<file path="config.mk">
export PLATFORM = sky130hd
export DESIGN_NAME = tpm_hw_responder
export DESIGN_NICKNAME = d
export VERILOG_FILES = /design/src/rtl/tpm_hw_responder.sv
export SDC_FILE = /design/constraint.sdc
export NUM_CORES = 1
export LEC_CHECK = 0
export ABC_AREA = 1
export BUFFER_PORTS_ARGS = -buffer_cell sky130_fd_sc_hd__buf_2
export CAP_MARGIN = 10
export CELL_PAD_IN_SITES_DETAIL_PLACEMENT = 0
export CELL_PAD_IN_SITES_GLOBAL_PLACEMENT = 1
export CORE_UTILIZATION = 28
export DETAILED_ROUTE_END_ITERATION = 12
export PLACE_DENSITY = 0.82
export SLEW_MARGIN = 25
export SYNTH_ARGS = -nofsm -noshare
export SYNTH_HDL_FRONTEND = slang
export SYNTH_SLANG_ARGS = --single-unit
</file>
<file path="constraint.sdc">
create_clock -name clk -period 1.9 [get_ports clk]
set_input_delay 0.38 -clock clk [delete_from_list [all_inputs] [get_ports clk]]
set_output_delay 0.38 -clock clk [all_outputs]
set_load 0.05 [all_outputs]
</file>
<file path="src/rtl/tpm_hw_responder.sv">
module tpm_hw_responder #(
  parameter int NUM_LOC = 5,
  parameter int LEN_W   = 3
) (
  input  logic                 clk,
  input  logic                 rst_n,
  input  logic                 cfg_crb_mode,
  input  logic                 cfg_force_upload,
  input  logic                 cfg_skip_prefix,
  input  logic                 cfg_skip_loc,
  input  logic [8*NUM_LOC-1:0] val_access,
  input  logic [31:0]          val_sts,
  input  logic [31:0]          val_intf_cap,
  input  logic [31:0]          val_int_en,
  input  logic [7:0]           val_int_vec,
  input  logic [31:0]          val_int_sts,
  input  logic [15:0]          val_vendor,
  input  logic [15:0]          val_device,
  input  logic [7:0]           val_rid,
  input  logic                 cmd_valid,
  input  logic                 cmd_read,
  input  logic [23:0]          cmd_addr,
  input  logic [LEN_W-1:0]     cmd_len,
  input  logic                 xfer_end,
  input  logic [LEN_W-1:0]     xfer_bytes,
  input  logic                 cap_ack,
  input  logic                 wrfifo_release,
  output logic                 rd_valid,
  output logic [7:0]           rd_data,
  output logic                 cap_valid,
  output logic                 cap_read,
  output logic [23:0]          cap_addr,
  output logic [LEN_W-1:0]     cap_len,
  output logic                 wrfifo_sw,
  output logic                 rdfifo_abort
);
  localparam logic [7:0] REGION = 8'hD4;

  logic [LEN_W-1:0] cnt_q;
  logic [31:0]      sh_q;
  logic             ff_q;
  logic             pend_rd_q;

  logic [3:0]  loc;
  logic        in_region, loc_ok, accept;
  logic        hit, ident;
  logic [31:0] word;
  logic [7:0]  acc_byte;
  logic        hw_read, bad_loc_skip, upload;

  assign loc       = cmd_addr[15:12];
  assign in_region = cfg_skip_prefix || (cmd_addr[23:16] == REGION);
  assign loc_ok    = int'(loc) < NUM_LOC;
  assign accept    = cmd_valid && (cnt_q == '0);

  always_comb begin
    acc_byte = 8'h00;
    for (int i = 0; i < NUM_LOC; i++)
      if (loc == 4'(i)) acc_byte = val_access[i*8 +: 8];
  end

  always_comb begin
    hit   = 1'b1;
    ident = 1'b0;
    word  = 32'h0;
    case (cmd_addr[11:2])
      10'h000: begin word = {24'h0, acc_byte};    ident = 1'b1; end
      10'h002:       word = val_int_en;
      10'h003:       word = {24'h0, val_int_vec};
      10'h004:       word = val_int_sts;
      10'h005:       word = val_intf_cap;
      10'h006: begin word = val_sts;              ident = 1'b1; end
      10'h3C0: begin word = {val_device, val_vendor}; ident = 1'b1; end
      10'h3C1: begin word = {24'h0, val_rid};     ident = 1'b1; end
      default:       hit = 1'b0;
    endcase
  end

  assign bad_loc_skip = !cfg_crb_mode && in_region && !loc_ok && cfg_skip_loc;
  assign hw_read = !cfg_crb_mode && in_region && loc_ok && cmd_read && hit &&
                   !(cfg_force_upload && ident);
  assign upload  = !hw_read && !bad_loc_skip;

  assign rd_valid = cnt_q != '0;
  assign rd_data  = ff_q ? 8'hFF : sh_q[7:0];

  always_ff @(posedge clk or negedge rst_n) begin
    if (!rst_n) begin
      cnt_q <= '0;
      sh_q  <= '0;
      ff_q  <= 1'b0;
    end else if (accept) begin
      cnt_q <= (hw_read || (bad_loc_skip && cmd_read)) ? cmd_len : '0;
      sh_q  <= word >> {cmd_addr[1:0], 3'b000};
      ff_q  <= bad_loc_skip;
    end else if (rd_valid) begin
      cnt_q <= cnt_q - 1'b1;
      sh_q  <= sh_q >> 8;
    end
  end

  always_ff @(posedge clk or negedge rst_n) begin
    if (!rst_n) begin
      cap_valid    <= 1'b0;
      cap_read     <= 1'b0;
      cap_addr     <= '0;
      cap_len      <= '0;
      wrfifo_sw    <= 1'b0;
      rdfifo_abort <= 1'b0;
      pend_rd_q    <= 1'b0;
    end else begin
      if (cap_ack) cap_valid <= 1'b0;
      if (wrfifo_release) wrfifo_sw <= 1'b0;
      if (xfer_end) begin
        pend_rd_q <= 1'b0;
        if (pend_rd_q) rdfifo_abort <= xfer_bytes < cap_len;
      end
      if (accept && upload) begin
        cap_valid <= 1'b1;
        cap_read  <= cmd_read;
        cap_addr  <= cmd_addr;
        cap_len   <= cmd_len;
        pend_rd_q <= cmd_read;
        if (!cmd_read) wrfifo_sw <= 1'b1;
      end
    end
  end
endmodule

</file>
==> qor.txt <==
status -> completed
max-cap viol count -> 0
Slew headroom -> 63.6%
Setup violations, final -> 0
RSZ-0062 raised after global routing -> yes
# port buffers -> 296
core area -> 21800 sq um
DP HPWL -> 22.0 mm
Critical Path RT -> 1.52 ns
Max clock buf depth -> 2
Synth Flop Type -> dfrtp_1
post-synthesis sequential area ratio -> 27.2%
GRT met3 Usage -> 4.16%
GR Util met2 -> 39.9%
io pins -> 297
VDD IR-drop max -> 0.575 mV
asr flop ratio synth -> 100%
nets@finish -> 1674
Synth-to-Final Area Change -> 46.4%
syn_nets -> 1326
Final Util -> 41.9%
largest net degree at the start of global routing -> 36
global route overflow -> 0
Hold Violations, Final -> 0
CTS tree -> built
worst slack, placed -> -0.294 ns
Iter 0 DRT Violations -> 638
die height -> 151 microns
Starting Density -> 28.6%
die area -> 22900 sq um
vias per cell -> 4.86
yosys warns -> 0
worst skew pair latency -> 0.34 ns
routed wire length -> 26.9 mm
vias in the first global route -> 7777
R2R cell count -> 12
post-synthesis cell area -> 6250 sq um
CTS clock-pin slew for the worst setup and hold paths -> 0.06 ns
Worst Tran Pin Value -> 0.545 ns
Setup crit start kind -> register
syn_area_per_cell -> 5.87 sq um
root buffer cell -> clkbuf_16
# fillers -> 2368
#FFs+latches synth -> 68
CTS buffer count -> 9
DRT Pass-1 Iters -> 5
WHS Path Cells -> 2
Detail Route Antenna Nets -> 0
initial antenna violation count -> 0
cell count after placement -> 1678
peak fanout along the critical path -> 4
Core Rows -> 54
DRC viols -> 0
Setup Crit Path Kind -> reg -> out
P per Cell Area -> 904 nW/um^2
M1 GR Usage -> 32.5%
Yosys cell types -> 38
ant diodes -> 0
minimum clock period -> 1.82 ns
DR vias -> 8246
post-route worst setup slack -> 0.0836 ns
first-pass GRT wire length -> 41.9 mm
crit end category -> primary output
number of flops mapped to enable cells by yosys -> 0
Leak -> 0.00519 uW
Final period util -> 95.6%
die width -> 151 microns
share of post-route cells with drive strength above 1 -> 32.9%
Worst EP arrival -> 1.44 ns
Mapped Cells -> 1065
routability congestion estimate -> 0.912
worst hold slack -> 0.206 ns
Max Clk Rate -> 551 MHz
global route hottest layer -> met2
clock sink total -> 68
Tightest Hold Check Type -> in -> reg
Non-Filler Instances -> 1698
final max-slew violation count -> 0
Total GRT Usage -> 24.1%
Post-Route Skew -> 0.00635 ns
routed len/inst -> 15.9 microns
CTS H-Tree Depth -> 3
-- repair_timing --
item,in CTS,in global routing
resized for setup,0,25
hold endpoints to repair,24,0
endpoints found under the setup margin,0,62
hold buffers,1,0
setup buffers,0,4
-- final timing paths --
path | slack [ns] | startpoint | to
max in group asynchronous | 0.81 | rst_n | sh_q[28]
hold reg to reg | 0.47 | cap_addr[10] | cap_addr[10]
min in group asynchronous | 0.53 | rst_n | cap_len[0]
hold / removal | 0.21 | cap_ack | cap_valid
setup reg to reg | 0.13 | cnt_q[0] | cap_addr[14]
setup / recovery | 0.08 | cnt_q[0] | rd_valid
-- synth_stat cells (all sizes together), types with 2 or more instances --
cell / instances / area, sq um
nand2: 366 / 1400
nand3: 209 / 1060
nor2: 137 / 611
inv: 82 / 308
dfrtp: 68 / 1700
o21ai: 65 / 325
buf: 36 / 228
a21oi: 29 / 156
clkbuf: 22 / 85.1
nand4: 18 / 113
or2: 8 / 50.1
o22ai: 5 / 31.3
ha: 4 / 50.1
nor3: 3 / 37.5
a22oi: 2 / 15.0
o211ai: 2 / 15.0
o31ai: 2 / 15.0
-- sequential cells by signal (all words and copies together), names as in the netlist --
name          cells
cap_addr         24
cap_len           3
cap_read          1
cap_valid         1
cnt_q             3
ff_q              1
pend_rd_q         1
rdfifo_abort      1
sh_q             32
wrfifo_sw         1
-- per-stage QoR --
step	cell area, sq um	setup TNS, ns	power (uW)
2_1_floorplan	6280	-5.33	5130
3_3_place_gp	8760	-12.49	6460
3_5_place_dp	8760	-14.53	6520
4_1_cts	9070	0	8250
5_1_grt	9150	-0.00895	8830
6_report	9150	0	8280
-- cell usage in the layout (no fill, tap or decap), types with 3 or more instances in the layout --
cell type | netlist | layout
a21oi_1 | 28 | 28
buf_12 | 0 | 20
buf_2 | 17 | 293
buf_4 | 5 | 78
clkbuf_16 | 0 | 9
clkinvlp_4 | 0 | 3
dfrtp_1 | 68 | 68
ha_1 | 4 | 4
inv_1 | 78 | 70
inv_2 | 4 | 10
nand2_1 | 358 | 358
nand2_2 | 7 | 5
nand2_4 | 1 | 3
nand3_1 | 207 | 207
nand4_1 | 18 | 18
nor2_1 | 120 | 115
nor2_2 | 8 | 7
nor2_4 | 8 | 14
o21ai_0 | 60 | 55
o21ai_1 | 5 | 9
o22ai_1 | 5 | 5
or2_2 | 8 | 8
-- area by class of cell --
| type | instances | area [sq um] | area share, % |
|---|---|---|---|
| clock buffer | 10 | 239 | 2.61 |
| clock inverter | 6 | 63.8 | 0.697 |
| inverter | 83 | 318 | 3.47 |
| multi-input combinational | 856 | 3990 | 43.6 |
| sequential | 68 | 1700 | 18.6 |
| tap | 280 | 350 | 3.83 |
| timing repair buffer | 395 | 2490 | 27.2 |
-- layer usage --
metal / routed length [microns] / vias to the layer above
li1: - / 4152
met1: 12100 / 3732
met2: 12800 / 339
met3: 1780 / 23
met4: 336 / 0
met5: 0 / -
-- cell families (layout without fill, tap and decap cells) --
| kind of cell | Yosys count | count (layout) | share of synthesized area (%) |
|---|---|---|---|
| flops | 68 | 68 | 27.2 |
| fa+ha+maj | 4 | 4 | 0.801 |
| buf+inv | 141 | 494 | 9.99 |
| simple gates | 742 | 742 | 52.4 |
| compound gates | 109 | 109 | 9.47 |
| xor+xnor | 1 | 1 | 0.140 |
-- power breakdown --
part / total, uW / switching, uW / internal, uW
clock: 1700 / 655 / 1050
sequential: 2370 / 330 / 2040
combinational: 4200 / 2920 / 1290
total: 8280 / 3900 / 4370
-- critical path, cell delays in order (launching register included) --
cell,delay [ns]
dfrtp_1,0.37
inv_2,0.08
ha_1,0.16
inv_2,0.05
nor2_4,0.10
clkinvlp_4,0.12
buf_4,0.20
Note: power is estimated with default switching activity, not from simulation.
